`src/rtl/trig_match_pkg.sv`:
```
// Shared encodings of the trigger match unit: word function codes,
// per-bit condition codes and settings register select values.
package trig_match_pkg;

    typedef enum logic [2:0] {
        FN_EQ      = 3'd0,
        FN_NE      = 3'd1,
        FN_GT      = 3'd2,
        FN_GE      = 3'd3,
        FN_LT      = 3'd4,
        FN_LE      = 3'd5,
        FN_INSIDE  = 3'd6,
        FN_OUTSIDE = 3'd7
    } func_e;

    typedef enum logic [2:0] {
        CD_FREE   = 3'd0,
        CD_LOW    = 3'd1,
        CD_HIGH   = 3'd2,
        CD_RISE   = 3'd3,
        CD_FALL   = 3'd4,
        CD_TOGGLE = 3'd5,
        CD_STEADY = 3'd6,
        CD_MASKED = 3'd7
    } cond_e;

    localparam logic [2:0] SEL_PLANE0 = 3'd0;
    localparam logic [2:0] SEL_PLANE1 = 3'd1;
    localparam logic [2:0] SEL_PLANE2 = 3'd2;
    localparam logic [2:0] SEL_LOW    = 3'd3;
    localparam logic [2:0] SEL_HIGH   = 3'd4;
    localparam logic [2:0] SEL_FUNC   = 3'd5;
    localparam logic [2:0] SEL_TARGET = 3'd6;

endpackage

```
`src/rtl/trig_bit_cond.sv`:
```
// Per-bit condition evaluator.
// Each probe bit gets a 3-bit code built from three register planes.
// The module reports whether every bit meets its code, and which bits
// take part in the word-level compare (all except masked ones).
// Assumes prev_i is only meaningful while prev_ok_i is high.
module trig_bit_cond
    import trig_match_pkg::*;
#(
    parameter int WIDTH = 16
) (
    input  logic [WIDTH-1:0] cur_i,
    input  logic [WIDTH-1:0] prev_i,
    input  logic             prev_ok_i,
    input  logic [WIDTH-1:0] plane0_i,
    input  logic [WIDTH-1:0] plane1_i,
    input  logic [WIDTH-1:0] plane2_i,
    output logic             all_ok_o,
    output logic [WIDTH-1:0] care_o
);

    logic [WIDTH-1:0] bit_ok;

    for (genvar g = 0; g < WIDTH; g++) begin : g_bit
        cond_e code;
        assign code = cond_e'({plane2_i[g], plane1_i[g], plane0_i[g]});

        // Judge one bit against its condition code.
        always_comb begin
            case (code)
                CD_LOW:    bit_ok[g] = !cur_i[g];
                CD_HIGH:   bit_ok[g] = cur_i[g];
                CD_RISE:   bit_ok[g] = prev_ok_i && !prev_i[g] && cur_i[g];
                CD_FALL:   bit_ok[g] = prev_ok_i && prev_i[g] && !cur_i[g];
                CD_TOGGLE: bit_ok[g] = prev_ok_i && (prev_i[g] != cur_i[g]);
                CD_STEADY: bit_ok[g] = prev_ok_i && (prev_i[g] == cur_i[g]);
                default:   bit_ok[g] = 1'b1;
            endcase
        end

        assign care_o[g] = (code != CD_MASKED);
    end

    assign all_ok_o = &bit_ok;

endmodule

```
`src/rtl/trig_word_cmp.sv`:
```
// Word-level comparator.
// Masked bits are forced to zero on both sides, then the probe is
// compared unsigned against the low bound, or against both bounds for
// the range functions (both ends inclusive).
// The clock and reset feed only the checking property.
module trig_word_cmp
    import trig_match_pkg::*;
#(
    parameter int WIDTH = 16
) (
    input  logic             clk,
    input  logic             rst_n,
    input  logic [WIDTH-1:0] value_i,
    input  logic [WIDTH-1:0] low_i,
    input  logic [WIDTH-1:0] high_i,
    input  logic [WIDTH-1:0] care_i,
    input  func_e            func_i,
    output logic             ok_o
);

    logic [WIDTH-1:0] v_m, l_m, h_m;
    logic eq_w, gt_w, lt_w, in_w;

    assign v_m  = value_i & care_i;
    assign l_m  = low_i & care_i;
    assign h_m  = high_i & care_i;
    assign eq_w = (v_m == l_m);
    assign gt_w = (v_m > l_m);
    assign lt_w = (v_m < l_m);
    assign in_w = (v_m >= l_m) && (v_m <= h_m);

    // Select the programmed comparison result.
    always_comb begin
        case (func_i)
            FN_EQ:      ok_o = eq_w;
            FN_NE:      ok_o = !eq_w;
            FN_GT:      ok_o = gt_w;
            FN_GE:      ok_o = gt_w || eq_w;
            FN_LT:      ok_o = lt_w;
            FN_LE:      ok_o = lt_w || eq_w;
            FN_INSIDE:  ok_o = in_w;
            default:    ok_o = !in_w;
        endcase
    end

    // The three order outcomes are mutually exclusive.
    p_order_exclusive_r6: assert property (@(posedge clk) disable iff (!rst_n)
        $onehot({eq_w, gt_w, lt_w}));

endmodule

```
`src/rtl/trig_event_cnt.sv`:
```
// Occurrence counter behind the raw match.
// fire_o is high for the event that brings the count to the target; the
// count then restarts. CNT_W = 0 removes the counter and passes events.
// Assumes clr_i is raised whenever target_i changes.
module trig_event_cnt #(
    parameter int CNT_W = 0,
    localparam int TGT_W = (CNT_W > 0) ? CNT_W : 1
) (
    input  logic             clk,
    input  logic             rst_n,
    input  logic             clr_i,
    input  logic             event_i,
    input  logic [TGT_W-1:0] target_i,
    output logic             fire_o
);

    if (CNT_W == 0) begin : g_none
        logic unused_cnt;
        assign unused_cnt = ^{clk, rst_n, clr_i, target_i};
        assign fire_o     = event_i;
    end else begin : g_cnt
        logic [CNT_W-1:0] cnt_q;
        logic [CNT_W:0]   cnt_inc;

        assign cnt_inc = {1'b0, cnt_q} + 1'b1;
        assign fire_o  = event_i && (cnt_inc >= {1'b0, target_i});

        // Count events, restart on a fire or a clear.
        always_ff @(posedge clk) begin
            if (!rst_n) begin
                cnt_q <= '0;
            end else if (clr_i) begin
                cnt_q <= '0;
            end else if (event_i) begin
                cnt_q <= fire_o ? '0 : cnt_inc[CNT_W-1:0];
            end
        end

        // The running count always stays below a target above one.
        p_cnt_below_target_r10: assert property (@(posedge clk) disable iff (!rst_n)
            (target_i > 1) |-> (cnt_q < target_i));
    end

endmodule

```
`src/rtl/trig_match_unit.sv`:
```
// Trigger match unit top.
// Holds the settings registers and the previous valid sample, combines the
// per-bit and word-level results, and registers match and counted flags.
// Assumes cfg_sel_i and cfg_data_i are stable while cfg_wr_i is high.
module trig_match_unit
    import trig_match_pkg::*;
#(
    parameter int PROBE_W = 16,
    parameter int CNT_W   = 0
) (
    input  logic               clk,
    input  logic               rst_n,
    input  logic [PROBE_W-1:0] probe_i,
    input  logic               sample_valid_i,
    input  logic               cfg_wr_i,
    input  logic [2:0]         cfg_sel_i,
    input  logic [PROBE_W-1:0] cfg_data_i,
    output logic               match_o,
    output logic               count_hit_o
);

    localparam int TGT_W = (CNT_W > 0) ? CNT_W : 1;

    logic [PROBE_W-1:0] plane0_q, plane1_q, plane2_q;
    logic [PROBE_W-1:0] low_q, high_q, prev_q, care_w;
    logic [TGT_W-1:0]   target_q, target_d;
    func_e              func_q;
    logic               prev_ok_q, match_q, hit_q;
    logic               bits_ok, word_ok, event_w, fire_w;

    // Take the target from the low data bits, zero-extended.
    always_comb begin
        target_d = '0;
        for (int i = 0; i < TGT_W; i++) begin
            if (i < PROBE_W) target_d[i] = cfg_data_i[i];
        end
    end

    trig_bit_cond #(.WIDTH(PROBE_W)) u_bits (
        .cur_i     (probe_i),
        .prev_i    (prev_q),
        .prev_ok_i (prev_ok_q),
        .plane0_i  (plane0_q),
        .plane1_i  (plane1_q),
        .plane2_i  (plane2_q),
        .all_ok_o  (bits_ok),
        .care_o    (care_w)
    );

    trig_word_cmp #(.WIDTH(PROBE_W)) u_word (
        .clk     (clk),
        .rst_n   (rst_n),
        .value_i (probe_i),
        .low_i   (low_q),
        .high_i  (high_q),
        .care_i  (care_w),
        .func_i  (func_q),
        .ok_o    (word_ok)
    );

    assign event_w = sample_valid_i && !cfg_wr_i && bits_ok && word_ok;

    trig_event_cnt #(.CNT_W(CNT_W)) u_cnt (
        .clk      (clk),
        .rst_n    (rst_n),
        .clr_i    (cfg_wr_i),
        .event_i  (event_w),
        .target_i (target_q),
        .fire_o   (fire_w)
    );

    // Settings registers; a write also restarts the edge history.
    always_ff @(posedge clk) begin
        if (!rst_n) begin
            plane0_q <= '0;
            plane1_q <= '0;
            plane2_q <= '0;
            low_q    <= '0;
            high_q   <= '0;
            func_q   <= FN_EQ;
            target_q <= '0;
        end else if (cfg_wr_i) begin
            case (cfg_sel_i)
                SEL_PLANE0: plane0_q <= cfg_data_i;
                SEL_PLANE1: plane1_q <= cfg_data_i;
                SEL_PLANE2: plane2_q <= cfg_data_i;
                SEL_LOW:    low_q    <= cfg_data_i;
                SEL_HIGH:   high_q   <= cfg_data_i;
                SEL_FUNC:   func_q   <= func_e'(cfg_data_i[2:0]);
                SEL_TARGET: target_q <= target_d;
                default:    ;
            endcase
        end
    end

    // Previous valid sample, dropped on reset and on any write.
    always_ff @(posedge clk) begin
        if (!rst_n) begin
            prev_q    <= '0;
            prev_ok_q <= 1'b0;
        end else if (cfg_wr_i) begin
            prev_ok_q <= 1'b0;
        end else if (sample_valid_i) begin
            prev_q    <= probe_i;
            prev_ok_q <= 1'b1;
        end
    end

    // Output stage: registered raw and counted match flags.
    always_ff @(posedge clk) begin
        if (!rst_n) begin
            match_q <= 1'b0;
            hit_q   <= 1'b0;
        end else begin
            match_q <= event_w;
            hit_q   <= fire_w;
        end
    end

    assign match_o     = match_q;
    assign count_hit_o = hit_q;

    // A counted flag never appears without the raw flag.
    p_hit_needs_match_r10: assert property (@(posedge clk) disable iff (!rst_n)
        count_hit_o |-> match_o);

    // A match only follows a valid sample.
    p_match_after_valid_r9: assert property (@(posedge clk) disable iff (!rst_n)
        match_o |-> $past(sample_valid_i));

    // A write silences both flags in the next cycle.
    p_write_quiet_r11: assert property (@(posedge clk) disable iff (!rst_n)
        cfg_wr_i |=> (!match_o && !count_hit_o));

endmodule

```
`config.mk`:
```
export PLATFORM = sky130hd
export DESIGN_NAME = trig_match_unit
export DESIGN_NICKNAME = d
export VERILOG_FILES = /design/src/rtl/trig_match_pkg.sv /design/src/rtl/trig_bit_cond.sv /design/src/rtl/trig_word_cmp.sv /design/src/rtl/trig_event_cnt.sv /design/src/rtl/trig_match_unit.sv
export SDC_FILE = /design/constraint.sdc
export NUM_CORES = 1
export LEC_CHECK = 0
export BUFFER_PORTS_ARGS = -buffer_cell sky130_fd_sc_hd__buf_2
export CAP_MARGIN = 20
export CORE_UTILIZATION = 60
export DETAILED_ROUTE_END_ITERATION = 8
export HOLD_SLACK_MARGIN = 0.06
export PLACE_DENSITY = 0.87
export SYNTH_ARGS = -nofsm -noshare
export SYNTH_HDL_FRONTEND = slang
export SYNTH_HIERARCHICAL = 1
export SYNTH_SLANG_ARGS = --single-unit
```
`constraint.sdc`:
```
create_clock -name clk -period 4.9 [get_ports clk]
set_input_delay 0.49 -clock clk [delete_from_list [all_inputs] [get_ports clk]]
set_output_delay 0.49 -clock clk [all_outputs]
set_load 0.01 [all_outputs]
```
Yosys cells after proc, flatten, opt, wreduce, memory -nomap -nowiden
Index checks and enable logic that the tools add are counted.

Bits in registers: 101. Output and inout bits: 2.

Order comparisons: 4. Equality and inequality tests: 156. Muxes and demuxes: 17. Bitwise operators: 5. Reduce and logical (&&, ||, !) cells: 148.

Operators with widths (number): $eq A3 B3 Y1 const B (53); $eq A3 B2 Y1 const B (36); $logic_and A1 B1 Y1 (100); $pmux W1 S6 (16); $eq A3 B1 Y1 const B (18); $and A16 B16 Y16 (3); $ne A3 B3 Y1 const B (16); $logic_not A1 Y1 (35); $eq A1 B1 Y1 (16); $eq A16 B16 Y1 (1); $ge A16 B16 Y1 (1); $gt A16 B16 Y1 (1); $le A16 B16 Y1 (1); $lt A16 B16 Y1 (1); $ne A1 B1 Y1 (16); $reduce_and A16 Y1 (1); $reduce_and A2 Y1 (7); $pmux W1 S7 (1); $logic_not A3 Y1 (2); $logic_or A1 B1 Y1 (2); $not A1 Y1 (2); $reduce_or A2 Y1 (1).

Longest topological paths before layout
Gate-level depths: netlist (run 1).

Depth after elaboration: 7. Mapped depth: 13. Depth with buffers taken out: 11.

Cells and area by module
Netlist (run 1), hierarchy kept.

By module, submodules not included: trig_match_unit (instances 1, cells each 383, area each 3587.2 um2, sequential area each 2062.0 um2); trig_bit_cond (instances 1, cells each 196, area each 1255.0 um2, sequential area each 0.0 um2); trig_word_cmp (instances 1, cells each 150, area each 1097.3 um2, sequential area each 0.0 um2); trig_event_cnt (instances 1, cells each 1, area each 7.5 um2, sequential area each 0.0 um2).

Least setup slack after synthesis (run 1)
Ideal clock, no wire load.

Path type: reg-to-reg. Start: reg plane2_q[15]. End: reg hit_q (netlist: count_hit_o). Library setup time: 0.115 ns. Arrival time: 2.425 ns. Required time: 4.785 ns. Setup slack: 2.360 ns. Cell stages (with the launch flop): 14. Buffers on the path: 2. Path through: dfxtp_1 > nand3_1 > and2_1 > ha_1 > nand4_1 > nor2_2 > and3_1 > clkbuf_1 > mux2i_1 > o311a_1 > nand4b_1 > and3_1 > buf_4 > and2_1.

Word-level cells in the longest chain between the ends: 7. Elaborated cells between the ends (all ways): 25.

Ends and longest elaborated chain: start, declared (RTL line trig_match_unit.sv:24) `logic [PROBE_W-1:0] plane0_q, plane1_q, plane2_q;`; start signal, assigned (RTL line trig_match_unit.sv:86) `SEL_PLANE2: plane2_q <= cfg_data_i;`; $ne A3 B3 Y1 (*) (RTL line trig_bit_cond.sv:40) `assign care_o[g] = (code != CD_MASKED);`; net care_w[15] (RTL line trig_match_unit.sv:25) `logic [PROBE_W-1:0] low_q, high_q, prev_q, care_w;`; $and A16 B16 Y16 (on tied branches) (RTL line trig_word_cmp.sv:24, trig_word_cmp.sv:25, trig_word_cmp.sv:26); $ge A16 B16 Y1 / $le A16 B16 Y1 (equally long branches) (RTL line trig_word_cmp.sv:30) `assign in_w = (v_m >= l_m) && (v_m <= h_m);`; $logic_and A1 B1 Y1 (RTL line trig_word_cmp.sv:30); $logic_not A1 Y1 (RTL line trig_word_cmp.sv:42) `default: ok_o = !in_w;`; $pmux W1 S7 (*) (RTL line trig_word_cmp.sv:34) `case (func_i)`; net word_ok (RTL line trig_match_unit.sv:29) `logic bits_ok, word_ok, event_w, fire_w;`; $logic_and A1 B1 Y1 (*) (RTL line trig_match_unit.sv:61) `assign event_w = sample_valid_i && !cfg_wr_i && bits_ok && word_ok;`; net event_w (RTL line trig_match_unit.sv:29); end signal, assigned (RTL line trig_match_unit.sv:116) `hit_q <= fire_w;`; end, declared (RTL line trig_match_unit.sv:28) `logic prev_ok_q, match_q, hit_q;`.

The timed path passes the listed nets; every way through them passes the cells marked *. A chain may end at the register's enable or synchronous reset.

Final worst setup path (run 1)
Start: reg prev_ok_q. End: reg match_q (netlist: match_o).

Word-level cells in the longest chain between the ends: 6. Elaborated cells between the ends (all ways): 115.

Ends and longest elaborated chain: start, declared (RTL line trig_match_unit.sv:28); start signal, assigned (RTL line trig_match_unit.sv:100) `prev_ok_q <= 1'b0;`; start signal, assigned (RTL line trig_match_unit.sv:102) `prev_ok_q <= 1'b0;`; start signal, assigned (RTL line trig_match_unit.sv:105) `prev_ok_q <= 1'b1;`; $logic_and A1 B1 Y1 (on tied branches) (2 in series) (RTL line trig_bit_cond.sv:33, trig_bit_cond.sv:32); $pmux W1 S6 (RTL line trig_bit_cond.sv:29) `case (code)`; $reduce_and A16 Y1 (*) (RTL line trig_bit_cond.sv:43) `assign all_ok_o = &bit_ok;`; net bits_ok (RTL line trig_match_unit.sv:29); $logic_and A1 B1 Y1 (*) (2 in series) (RTL line trig_match_unit.sv:61); net event_w (RTL line trig_match_unit.sv:29); end signal, assigned (RTL line trig_match_unit.sv:115) `match_q <= event_w;`; end, declared (RTL line trig_match_unit.sv:28).

Marked as above.

==> results of run 1 <==
layer usage:
layer  vias to the layer above  share of wire, %
li1                       2678                 -
met1                      2575                43
met2                       237                48
met3                        28               6.7
met4                         0               2.0
met5                         -                 0
report_power, final:
part / internal (W) / switching (W)
combinational: 0.0000817 / 0.000126
clock: 0.000287 / 0.000286
sequential: 0.000850 / 0.0000296
total: 0.00122 / 0.000441
sequential cells by signal (all words and copies together), names as in the netlist:
register and flops:
prev_q 16, high_q 16, plane1_q 16, prev_ok_q 1, match_o 1, plane0_q 16, func_q 3, count_hit_o 1
plane2_q 16, low_q 16
per-stage QoR:
stage               worst slack, ps  power (W)
floorplan                      2360    0.00103
global placement               2290    0.00109
detailed placement             2230    0.00110
CTS                            2180    0.00166
global route                   1960    0.00173
finish                         2000    0.00166
worst max path at each step:
stage | slack [ps] | end | depth (start not counted)
6_report | 2000 | match_o | 8
5_1_grt | 1960 | match_o | 8
4_1_cts | 2180 | match_o | 8
3_5_place_dp | 2230 | match_o | 8
3_3_place_gp | 2290 | count_hit_o | 11
2_1_floorplan | 2360 | count_hit_o | 13
area by class of cell:
cell class	count	area, sq um
multi-input cells	574	3590
diodes	1	2.50
flip-flops and latches	102	2040
inverters	8	30.0
repair buffers	47	255
well taps	129	161
fillers	784	3080
clock inverters	5	82.6
clock buffers	10	128
critical path, cell delays in order, from the launching register on:
cell and delay (ps):
dfxtp_2 1030, nand2_1 130, a211oi_1 280, a211oi_1 100, nor4_1 590, nand2_1 110
and4b_1 250, and3_1 160, and2_1 140
==> results.cfg, run 1 <==
[outcome]
status = finished clean

[global_route]
busiest_layer = met2
grtUsageMet2_pct = 50.7
use_met3_pct = 5.87
grt_pass1_vias = 5075
antenna_found_initial = 1
grt_start_max_net_pins = 57
grt_usage_pct = 29.4
grt_pass1_wl_mm = 23.7
grt-ovfl-total = 0
met1_usage_pct = 35.6

[critical_path]
endpoint_kind = flop
reg2reg_to = match_o
startpoint = prev_ok_q
path_max_fanout = 56
r2r-start = prev_ok_q
reg2reg_depth = 8
rrSetupSlack_ps = 2000
crit_type = reg -> reg
cp-start-kind = flop
critPathRequiredTime_ps = 5200
cp.arrival_ps = 3200

[clocking]
path_clk_slew_ps = 90
htreeDepth = 3
ctsHoldBuffers = 0
cts_tree = built
cts_buffers = 9
postCtsSetupBuffers = 0
clock_sinks = 102
clock_latency_ps = 370
clock_path_buffers = 2
post_cts_resized = 0
root_buffer = clkbuf_8

[routing]
first_pass_iters = 5
drt_iter0_drc = 395
drt_wl_total_mm = 14.6
wl_per_cell_um = 16.7
routed_via_density = 6.30
ant_nets = 0
drcViolationCount = 0
num_vias = 5518

[logic_synthesis]
syn_inst = 726
synth_warnings = 6
syn_area_per_cell_sq_um = 8.14
syn_nets = 795
synth_area_sq_um = 5910

[finish]
fin_cells = 876
mostFrequentLayoutCells = nand2_1 (122), nand3_1 (101), dfxtp_1 (101), o21ai_0 (78), buf_2 (39)
fin_util_pct = 67.1
design_area_sq_um = 6290
nets = 811
final_common_cell = nand2_1
layout-drive-gt1-share_pct = 12.7
areaGrowthSynthToFinish_pct = 6.48

[hold_path]
hold_end = prev_ok_q
hold_path.startpoint = cfg_wr_i
min_path_type = in -> reg
worstHoldPathCells = 2

[floorplanning]
core_sq_um = 9370
pin_count = 41
die_w_um = 101
die_area_sq_um = 10200
rows = 35
die_h_um = 101
start_util_pct = 63.0

[place]
place_congestion = 0.873
place_area_sq_um = 6080
io_buffer_count = 40
hpwl_mm = 9.81
place_inst = 860

[timing]
post-route-period-util_pct = 59.3
fin_skew_ps = 17.1
rsz0062_at_grt = false
setup_tns_ps = 0
fmax_mhz = 344
timing.slew.headroom_pct = 28.6
whs_ps = 391
hold_violations = 0
min_period_ps = 2900
tightest_slew_ps = 1070
setup_viol = 0
slew_viol_final = 0

[flow_run]
drv_cap = 0

[power]
ir_drop_uv = 148
leakage_nw = 2.24
power_density_nw_per_um2 = 264
Power figures use the tool's default switching activity.
==> run 2, diff against run 1 <==
- CORE_UTILIZATION: 60 -> 55
- PLACE_DENSITY: 0.87 -> 0.84
- clock period: 4.9 -> 2.5 ns (I/O delays scaled with it)
==> results.cfg, run 2 (same netlist as run 1, synthesis figures left out) <==
[critical_path]
reg2reg_to = match_o
path_max_fanout = 5
rrSetupSlack_ps = 120
endpoint_kind = flop
r2r-start = plane0_q[1]
reg2reg_depth = 10
critPathRequiredTime_ps = 2780
cp-start-kind = flop
crit_type = reg -> reg
cp.arrival_ps = 2650

[timing]
fmax_mhz = 421
post-route-period-util_pct = 95.0
min_period_ps = 2380
fin_skew_ps = 11.2
slew_viol_final = 0
setup_ws_ps = 124
timing.slew.headroom_pct = 61.8
tightest_slew_ps = 573
whs_ps = 128
setup_tns_ps = 0
hold_violations = 0
setup_viol = 0

[finish]
layout-drive-gt1-share_pct = 22.5
fin_util_pct = 64.1
nets = 833
final_common_cell = nand2_1
mostFrequentLayoutCells = nand2_1 (122), nand3_1 (96), o21ai_0 (77), dfxtp_1 (67), buf_2 (39)
antenna_cells = 0
areaGrowthSynthToFinish_pct = 12.5
fin_cells = 904

[clocking]
ctsHoldBuffers = 0
root_buffer = clkbuf_8
clock_path_buffers = 2
path_clk_slew_ps = 90
htreeDepth = 3
cts_tree = built
clock_latency_ps = 380
clock_sinks = 102
cts_buffers = 9

[floorplanning]
pin_count = 41
die_w_um = 106
die_h_um = 106
core_sq_um = 10400
start_util_pct = 57.0
die_area_sq_um = 11200
rows = 37

[global_route]
grt-ovfl-total = 0
antenna_found_initial = 0
grt_pass1_wl_mm = 23.9
grt_usage_pct = 26.9
grt_start_max_net_pins = 50
grt_pass1_vias = 5088

[power]
p_int_w = 0.00226
pwr-share-clk_pct = 31.1
seq_power_share_pct = 54.4
leakage_nw = 2.38
switching_power_w = 0.000881
ir_drop_uv = 233
power_density_nw_per_um2 = 473
power_frac_comb_pct = 14.5
p_sw_share_pct = 28.1

[hold_path]
hold_path.startpoint = cfg_wr_i
hold_end = prev_ok_q
min_path_type = in -> reg
worstHoldPathCells = 2

[place]
place_congestion = 0.832
hpwl_mm = 10.3
io_buffer_count = 40
post-place-ws_ps = -34.4
place_inst = 885

[flow_run]
drv_cap = 0

[routing]
drt_iter0_drc = 390
wl_per_cell_um = 16.8
routed_via_density = 6.20
num_vias = 5602
drcViolationCount = 0
drt_wl_total_mm = 15.2
ant_nets = 0
first_pass_iters = 5

[outcome]
status = finished clean
-- run 2: final cells by class --
cell class	count	area [sq um]
repair buffers	69	445
multi-input cells	574	3710
fillers	842	3730
inverters	8	30.0
clock inverters	3	20.0
well taps	136	170
flip-flops and latches	102	2110
clock buffers	12	155
-- run 2: through the flow --
stage / power (W) / instance area (sq um)
after global placement: 0.00215 / 6250
after global routing: 0.00328 / 6640
after detailed placement: 0.00217 / 6250
after CTS: 0.00312 / 6420
final: 0.00314 / 6640
after floorplan: 0.00203 / 5910
-- run 2: critical path, stage by stage, from the launching register on --
cell and delay (ps):
dfxtp_4 380, nand3_2 90, and2_1 170, ha_1 300
a21o_4 220, a2111oi_4 350, o21ai_2 140, o2111ai_2 200
nand4b_1 120, and3_1 160, and2_1 150
-- run 2: worst max-delay path by stage --
stage / startpoint / endpoint / slack (ps) / depth (start not counted)
after floorplan: plane2_q[15] / count_hit_o / 10 / 13
after global placement: plane2_q[5] / match_o / 80 / 11
after detailed placement: plane2_q[5] / match_o / -30 / 11
after CTS: plane2_q[5] / match_o / 4 / 11
after global routing: plane1_q[7] / match_o / -10 / 11
final: plane0_q[1] / match_o / 120 / 10
-- run 2: routing by layer --
layer / track usage (%) / wire (um) / part of all wire, %
met1: 33.4 / 6530 / 43
met2: 44.8 / 7220 / 47
met3: 5.19 / 965 / 6.3
met4: 12.3 / 491 / 3.2
met5: 0 / 0 / 0
-- run 2: power groups by stage --
stage / clock [W] / sequential [W] / combinational, W
after floorplan: 0 / 0.00174 / 0.000291
after global placement: 0 / 0.00174 / 0.000407
after detailed placement: 0 / 0.00175 / 0.000425
after CTS: 0.000981 / 0.00171 / 0.000428
after global routing: 0.00107 / 0.00171 / 0.000503
final: 0.000976 / 0.00171 / 0.000457
-- run 2: timing repair --
action                     4_1_cts  5_1_grt
buffers inserted                 0        4
cloned                           0        0
gates resized for setup          1       65
pin swaps                        0        7
setup endpoints to repair        2        2
==> run 3, diff against run 2 <==
- CORE_MARGIN: default -> 2
==> results.cfg, run 3 (same netlist as run 1, synthesis figures left out) <==
[critical_path]
startpoint = plane2_q[5]
crit_chain = nand3_4 -> and2_4 -> ha_1 -> a211oi_1 -> o21bai_1 -> a211oi_2 -> a2bb2oi_2 -> nor2_1 -> nand4b_1 -> and3_1 -> and2_1
max_stage_delay_ps = 380
path_buf_inv = 0
cp-start-kind = flop
critPathRequiredTime_ps = 2780
cp.arrival_ps = 2870
endpoint_kind = flop
critPathTopFamily = compound AO/OA/AOI/OAI gates
cpMaxStageDelayCell = dfxtp_4
path_max_fanout = 4
crit_type = reg -> reg
r2r-start = plane2_q[5]

[timing]
post-route-period-util_pct = 103
setup_ws_ps = -87.4
slew_viol_final = 0
fin_skew_ps = 13.4
hold_violations = 0
tightest_slew_ps = 670
setup_viol = 2
setup_tns_ps = -171
min_period_ps = 2590
fmax_mhz = 386
timing.slew.headroom_pct = 55.3

[flow_run]
drv_cap = 0

[global_route]
grt_start_max_net_pins = 42
antenna_found_initial = 0
grt_pass1_wl_mm = 23.5
grt_usage_pct = 25.4
grt-ovfl-total = 0
grt_pass1_vias = 5102

[routing]
routed_via_density = 6.15
drcViolationCount = 0
wl_per_cell_um = 17.0
num_vias = 5628
drt_iter0_drc = 342
drt_wl_total_mm = 15.6
ant_nets = 0
first_pass_iters = 5

[floorplanning]
die_w_um = 108
core_sq_um = 10400
die_h_um = 108
start_util_pct = 57.0
pin_count = 41
die_area_sq_um = 11600
rows = 37

[finish]
fillers = 795
areaGrowthSynthToFinish_pct = 16.2
mostFrequentLayoutCells = nand2_1 (122), nand3_1 (90), o21ai_0 (77), dfxtp_1 (62), buf_4 (40)
nets = 844
fin_cells = 915
antenna_cells = 0
fin_util_pct = 66.2
design_area_sq_um = 6870
layout-drive-gt1-share_pct = 26.1
final_common_cell = nand2_1

[place]
place_inst = 884
place_congestion = 0.809
hpwl_mm = 10.2
place_area_sq_um = 6230
io_buffer_count = 40

[outcome]
status = finished, violations left
violations = setup timing

[hold_path]
hold_path.startpoint = cfg_wr_i
min_path_type = in -> reg

[clocking]
path_clk_slew_ps = 100
clock_latency_ps = 380
clock_path_buffers = 2
htreeDepth = 3
cts_buffers = 9
cts_tree = built
root_buffer = clkbuf_8
clock_sinks = 102

[power]
ir_drop_uv = 232
power_density_nw_per_um2 = 486
leakage_nw = 2.48
-- run 3: timing repair --
item	4_1_cts	5_1_grt
pin swaps	0	16
setup endpoints to repair	2	2
hold buffers	0	0
gates resized for setup	12	85
setup buffers	0	16
-- run 3: where the power goes --
| part | total [W] | switching (W) | leakage, nW | internal [W] |
|---|---|---|---|---|
| combinational | 0.000474 | 0.000275 | 1.52 | 0.000199 |
| clock | 0.00116 | 0.000573 | 0.107 | 0.000590 |
| sequential | 0.00170 | 0.0000482 | 0.852 | 0.00165 |
-- run 3: per-layer routing --
metal	global-route usage, %	wire length (um)	up-vias
li1	-	-	2737
met4	10.2	410	0
met2	43.4	7430	201
met5	0	0	-
met1	32.4	6720	2655
met3	3.33	999	35
-- run 3: area by class of cell --
| class | instances | area, sq um | share of cell area (%) |
|---|---|---|---|
| clock buffers | 12 | 145 | 2.11 |
| clock inverters | 3 | 68.8 | 1.00 |
| inverters | 8 | 30.0 | 0.437 |
| multi-input cells | 574 | 3800 | 55.3 |
| flip-flops and latches | 102 | 2140 | 31.2 |
| well taps | 136 | 170 | 2.48 |
| repair buffers | 80 | 515 | 7.51 |
-- run 3: path summary, 6_finish.rpt --
path	to	slack, ps	cells past startpoint
worst max register to register	match_o	-90	11
worst max-delay path	match_o	-90	11
worst min-delay path	prev_ok_q	140	2
worst min register to register	low_q[7]	480	2
-- run 3: worst register-to-register path: cells and delay by family (launching register included) --
family | cells | cell delay [ps]
AOI/OAI and AO/OA | 4 | 930
adders and majority gates | 1 | 290
DFF | 1 | 380
and+or+nand+nor | 6 | 900
-- run 3: metrics by stage --
stage | hold WS (ps) | setup slack [ps] | total power, W
floorplan | 395 | 14.2 | 0.00203
global placement | 446 | 75.3 | 0.00214
detailed placement | 464 | -39.1 | 0.00217
CTS | 130 | 0.230 | 0.00330
global route | 155 | -64.8 | 0.00345
finish | 139 | -87.4 | 0.00334
